<file path="config.mk">
export PLATFORM = sky130hd
export DESIGN_NAME = gcd_unit
export DESIGN_NICKNAME = d
export VERILOG_FILES = /design/src/rtl/gcd_pkg.sv /design/src/rtl/gcd_ctrl.sv /design/src/rtl/gcd_dpath.sv /design/src/rtl/gcd_unit.sv
export SDC_FILE = /design/constraint.sdc
export NUM_CORES = 1
export LEC_CHECK = 0
export BUFFER_PORTS_ARGS = -buffer_cell sky130_fd_sc_hd__buf_2
export CAP_MARGIN = 20
export CORE_MARGIN = 2
export CORE_UTILIZATION = 45
export CTS_BUF_LIST = sky130_fd_sc_hd__clkbuf_2
export DETAILED_ROUTE_END_ITERATION = 8
export SKIP_LAST_GASP = 1
export SLEW_MARGIN = 25
export SYNTH_ARGS = -nofsm -noshare
export SYNTH_HDL_FRONTEND = slang
export SYNTH_SLANG_ARGS = --single-unit
</file>
<file path="constraint.sdc">
create_clock -name clk -period 2.6 [get_ports clk]
set_input_delay 0.26 -clock clk [delete_from_list [all_inputs] [get_ports clk]]
set_output_delay 0.26 -clock clk [all_outputs]
set_load 0.01 [all_outputs]
</file>
<file path="src/rtl/gcd_pkg.sv">
package gcd_pkg;
  localparam int unsigned NUM_STATES = 13;
  localparam int unsigned STATE_W    = 4;

  typedef enum logic [STATE_W-1:0] {
    ST_LOOP   = 4'd0,
    ST_WAIT   = 4'd1,
    ST_WAITJ  = 4'd2,
    ST_LDA    = 4'd3,
    ST_LDB    = 4'd4,
    ST_TEST   = 4'd5,
    ST_CMP    = 4'd6,
    ST_SUBB   = 4'd7,
    ST_SUBA   = 4'd8,
    ST_CMPJ   = 4'd9,
    ST_TESTJ  = 4'd10,
    ST_OUT    = 4'd11,
    ST_LOOPJ  = 4'd12
  } gcd_state_e;
endpackage

</file>
<file path="src/rtl/gcd_ctrl.sv">
module gcd_ctrl
  import gcd_pkg::*;
(
  input  logic clk,
  input  logic rst,
  input  logic start,
  input  logic ne_flag,
  input  logic lt_flag,
  output logic sel_a,
  output logic sel_b,
  output logic ld_a,
  output logic ld_b,
  output logic ld_res
);
  gcd_state_e state_q, state_d;

  always_ff @(posedge clk) begin
    if (rst) state_q <= ST_LOOP;
    else     state_q <= state_d;
  end

  always_comb begin
    state_d = state_q;
    unique case (state_q)
      ST_LOOP:  state_d = ST_WAIT;
      ST_WAIT:  state_d = start ? ST_WAITJ : ST_WAIT;
      ST_WAITJ: state_d = ST_LDA;
      ST_LDA:   state_d = ST_LDB;
      ST_LDB:   state_d = ST_TEST;
      ST_TEST:  state_d = ne_flag ? ST_CMP : ST_OUT;
      ST_CMP:   state_d = lt_flag ? ST_SUBB : ST_SUBA;
      ST_SUBB:  state_d = ST_CMPJ;
      ST_SUBA:  state_d = ST_CMPJ;
      ST_CMPJ:  state_d = ST_TESTJ;
      ST_TESTJ: state_d = ST_TEST;
      ST_OUT:   state_d = ST_LOOPJ;
      ST_LOOPJ: state_d = ST_LOOP;
      default:  state_d = ST_LOOP;
    endcase
  end

  always_comb begin
    sel_a  = (state_q == ST_SUBA);
    sel_b  = (state_q == ST_SUBB);
    ld_a   = (state_q == ST_LDA) || (state_q == ST_SUBA);
    ld_b   = (state_q == ST_LDB) || (state_q == ST_SUBB);
    ld_res = (state_q == ST_OUT);
  end


  ld_onehot_chk: assert property (@(posedge clk) disable iff (rst)
    $onehot0({ld_a, ld_b, ld_res}));


  state_range_chk: assert property (@(posedge clk) disable iff (rst)
    (STATE_W'(state_q) <= STATE_W'(NUM_STATES - 1)));


  start_load_chk: assert property (@(posedge clk) disable iff (rst)
    (state_q == ST_WAIT && start) |=> ##1 (ld_a && !sel_a));
endmodule

</file>
<file path="src/rtl/gcd_dpath.sv">
module gcd_dpath #(
  parameter int unsigned WIDTH = 8
) (
  input  logic             clk,
  input  logic             rst,
  input  logic [WIDTH-1:0] opa,
  input  logic [WIDTH-1:0] opb,
  input  logic             sel_a,
  input  logic             sel_b,
  input  logic             ld_a,
  input  logic             ld_b,
  input  logic             ld_res,
  output logic             ne_flag,
  output logic             lt_flag,
  output logic [WIDTH-1:0] res_q
);
  logic [WIDTH-1:0] a_q, b_q;
  logic [WIDTH-1:0] a_minus_b, b_minus_a;
  logic [WIDTH-1:0] a_next, b_next;

  assign a_minus_b = a_q - b_q;
  assign b_minus_a = b_q - a_q;
  assign ne_flag   = (a_q != b_q);
  assign lt_flag   = (a_q < b_q);
  assign a_next    = sel_a ? a_minus_b : opa;
  assign b_next    = sel_b ? b_minus_a : opb;

  always_ff @(posedge clk) begin
    if (rst) begin
      a_q   <= '0;
      b_q   <= '0;
      res_q <= '0;
    end else begin
      if (ld_a)   a_q   <= a_next;
      if (ld_b)   b_q   <= b_next;
      if (ld_res) res_q <= a_q;
    end
  end


  res_equal_chk: assert property (@(posedge clk) disable iff (rst)
    ld_res |-> (a_q == b_q));


  sub_shrink_chk: assert property (@(posedge clk) disable iff (rst)
    (ld_a && sel_a && b_q != '0) |=> (a_q < $past(a_q)));
endmodule

</file>
<file path="src/rtl/gcd_unit.sv">
module gcd_unit #(
  parameter int unsigned WIDTH = 8
) (
  input  logic             clk,
  input  logic             rst,
  input  logic             start,
  input  logic [WIDTH-1:0] opa,
  input  logic [WIDTH-1:0] opb,
  output logic [WIDTH-1:0] result
);
  logic ne_flag, lt_flag;
  logic sel_a, sel_b, ld_a, ld_b, ld_res;

  gcd_ctrl u_ctrl (
    .clk     (clk),
    .rst     (rst),
    .start   (start),
    .ne_flag (ne_flag),
    .lt_flag (lt_flag),
    .sel_a   (sel_a),
    .sel_b   (sel_b),
    .ld_a    (ld_a),
    .ld_b    (ld_b),
    .ld_res  (ld_res)
  );

  gcd_dpath #(.WIDTH(WIDTH)) u_dpath (
    .clk     (clk),
    .rst     (rst),
    .opa     (opa),
    .opb     (opb),
    .sel_a   (sel_a),
    .sel_b   (sel_b),
    .ld_a    (ld_a),
    .ld_b    (ld_b),
    .ld_res  (ld_res),
    .ne_flag (ne_flag),
    .lt_flag (lt_flag),
    .res_q   (result)
  );
endmodule

</file>
==> qor.csv <==
stage,metric,value,unit
setup_path,crit_type,flip-flop to flip-flop,
die,dieHeight,70.9,um
yosys,synth_top_area_frac,0.278,
setup_path,critPathMaxFanout,12,
job,max_cap_viol_count,0,
setup_path,startpoint,u_dpath.b_q[5],
clocking,cts_buffer_depth,2,
yosys,ys.flop_type,dfxtp_1,
timing,hold_ws,93.7,ps
global_routing,grt_pass1_wl,8470,um
die,row_count,24,
place,port_buffers,26,
timing,rsz0062_at_grt,false,
clocking,insertion_delay,400,ps
timing,setup-tns-final,0,ps
yosys,ys_seq_area_frac,0.278,
detailed_routing,drt_iter0_drc,77,
yosys,synth_top_area_cell,dfxtp_1,
yosys,synthCells,266,
setup_path,endpoint_kind,flip-flop,
detailed_routing,viasPerCell,5.70,
yosys,async_flop_share,0,
timing,fin_worst_skew,17.1,ps
yosys,syn_avg_cell_area,7.57,um^2
detailed_routing,finalWirelength,4920,um
setup_path,r2r-start,u_dpath.b_q[5],
hold_path,min_path_type,primary input to flip-flop,
yosys,synthTopCellsByArea,"dfxtp_1 (28%), ha_1 (9.3%), a21oi_1 (6.0%), nor2_1 (6.0%), nand2_1 (5.2%)",
die,die_area,5030,um^2
pwr,leakagePower,0.923,nW
clocking,path_clk_slew,310,ps
final_layout,multi_input_area,1310,um^2
clocking,cts_setup_buffers,0,
yosys,netlist_area,2010,um^2
timing,setup_violations,0,
timing,fmax,453,MHz
hold_path,hold_end,u_ctrl.state_q[0],
final_layout,antennaDiodeCount,0,
global_routing,antenna_found_initial,0,
yosys,synth_seq_cells,28,
detailed_routing,antenna_left,0,
pwr,vdd_drop_max,0.435,mV
global_routing,grt_max_degree,30,
global_routing,grt_use_total,0.207,
timing,timing_hold_violations_final,0,
setup_path,reg2reg_depth,7,
yosys,synth-edff-count,0,
timing,post-route-period-util,0.850,
setup_path,reg2reg_slack,390,ps
timing,period_needed,2210,ps
detailed_routing,drc_errors,0,
pwr,p_clk_frac,0.117,
timing,final_max_slew_viol_count,0,
final_layout,seq_area,561,um^2
yosys,synth_nets,302,
detailed_routing,routed-via-count,1908,
clocking,cts.sinks,28,
die,start_util,0.466,
hold_path,hold_path.startpoint,start,
final_layout,fillCellCount,462,
yosys,yosys_warnings,0,
setup_path,crit_arrival,2550,ps
timing,tightest_slew,585,ps
clocking,ctsHoldBuffers,0,
die,core-area,4320,um^2
detailed_routing,drt-pass1-iter-count,4,
global_routing,grt_pass1_vias,1848,
detailed_routing,routedWlPerCell,14.7,um
pwr,p_int,1.29,mW
final_layout,drive_gt1_frac,0.141,
timing,slew_headroom,0.609,
final_layout,area_delta_synth_final,9.94,%
outcome,status,"complete, no violations",
setup_path,crit_path_start_kind,flip-flop,
final_layout,nets,320,
clocking,cts-root-buf,clkbuf_2,
pwr,pwr-share-comb,0.615,
die,die_w,70.9,um
pwr,pwr-share-seq,0.268,
clocking,cts-buffers-inserted,3,
place,gp_congestion,0.840,
setup_path,cp.required,2940,ps
yosys,synth.distinct_cells,51,
clocking,h-tree-depth,1,
pwr,switching_share,0.466,
place,post-dp-hpwl,3690,um
pwr,switchingPower,1.12,mW
clocking,cts_tree,done,
global_routing,overflow,0,
die,io_pins,27,
hold_path,holdPathStages,4,
clocking,cts_resized,0,
setup_path,rr_endpoint,u_ctrl.state_q[0],
pwr,powerDensity,1090,nW/um^2
## area by class of cell
cell class / count / share of cell area
well taps: 52 / 0.0294
flip-flops and latches: 28 / 0.253
clock buffers: 3 / 0.00678
multi-input cells: 201 / 0.589
repair buffers: 31 / 0.0757
inverters: 19 / 0.0322
clock inverters: 1 / 0.0136
## per-stage QoR
stage | cells | utilization | setup slack, ps | power (mW) | area [um^2]
floorplan | 266 | - | 704 | 1.80 | 2010
global placement | 331 | 0.502 | 550 | 2.13 | 2170
detailed placement | 331 | 0.502 | 483 | 2.12 | 2170
CTS | 335 | 0.512 | 382 | 2.42 | 2210
global route | 335 | 0.512 | 146 | 2.63 | 2210
finish | 335 | 0.512 | 390 | 2.41 | 2210
## power groups by stage
stage	logic (mW)	registers [mW]	clock network [mW]
final	1.48	0.646	0.283
after global routing	1.67	0.667	0.299
after CTS	1.49	0.647	0.290
after detailed placement	1.47	0.656	0
after global placement	1.47	0.657	0
after floorplan	1.22	0.577	0
## registers in the layout, indices dropped and copies added, names as in the netlist
signal / cells
u_dpath.b_q: 8
u_dpath.a_q: 8
u_ctrl.state_q: 4
u_dpath.res_q: 8
## cell families after synthesis
family,Yosys count,share of synthesized area
AOI/OAI and AO/OA,84,0.282
xor gates and xnor gates,6,0.0261
adders and majority gates,17,0.113
buffers and inverters,37,0.0739
DFF,28,0.278
muxes,2,0.00994
and+or+nand+nor,92,0.217
## cell usage in the layout (no fill, tap or decap), types with 4 or more instances in the layout
cell	instances
o21ai_0	8
ha_1	15
xor2_1	4
o21ai_1	4
dfxtp_1	28
buf_4	5
and4_1	4
a211oi_1	10
buf_2	26
a21o_1	5
a21oi_1	24
inv_1	19
o211ai_1	4
nor2b_1	6
nand2_1	28
nand2b_1	4
nor2_1	32
## synth_stat cells, types with 4 or more instances
library cell / number
clkbuf_1: 9
nor2_1: 32
a21oi_1: 24
ha_1: 15
inv_1: 19
a21o_1: 5
buf_2: 8
xor2_1: 4
dfxtp_1: 28
o211ai_1: 4
nand2_1: 28
o21ai_1: 4
a211oi_1: 10
o21ai_0: 8
and4_1: 4
nor2b_1: 6
nand2b_1: 4
## per-layer routing
layer  global-route usage  share of wire  routed length (um)
met5                    0              0                   0
met4               0.0692          0.017                  82
met3               0.0256          0.030                 149
met2                0.349           0.47                2310
met1                0.276           0.48                2380
## how the worst max path moves through the flow
stage          slack, ps                end
2_1_floorplan        700     u_dpath.a_q[6]
4_1_cts              380  u_ctrl.state_q[0]
5_1_grt              150  u_ctrl.state_q[0]
6_report             390  u_ctrl.state_q[0]
3_3_place_gp         550  u_ctrl.state_q[0]
3_5_place_dp         480  u_ctrl.state_q[0]
## critical path, stage by stage, from the launching register on
cell	delay [ps]
dfxtp_1	410
inv_1	80
ha_1	440
a21o_1	240
a21o_1	190
a221oi_2	440
nor2_1	80
o41ai_1	290
Note: power is estimated with default switching activity, not from simulation.
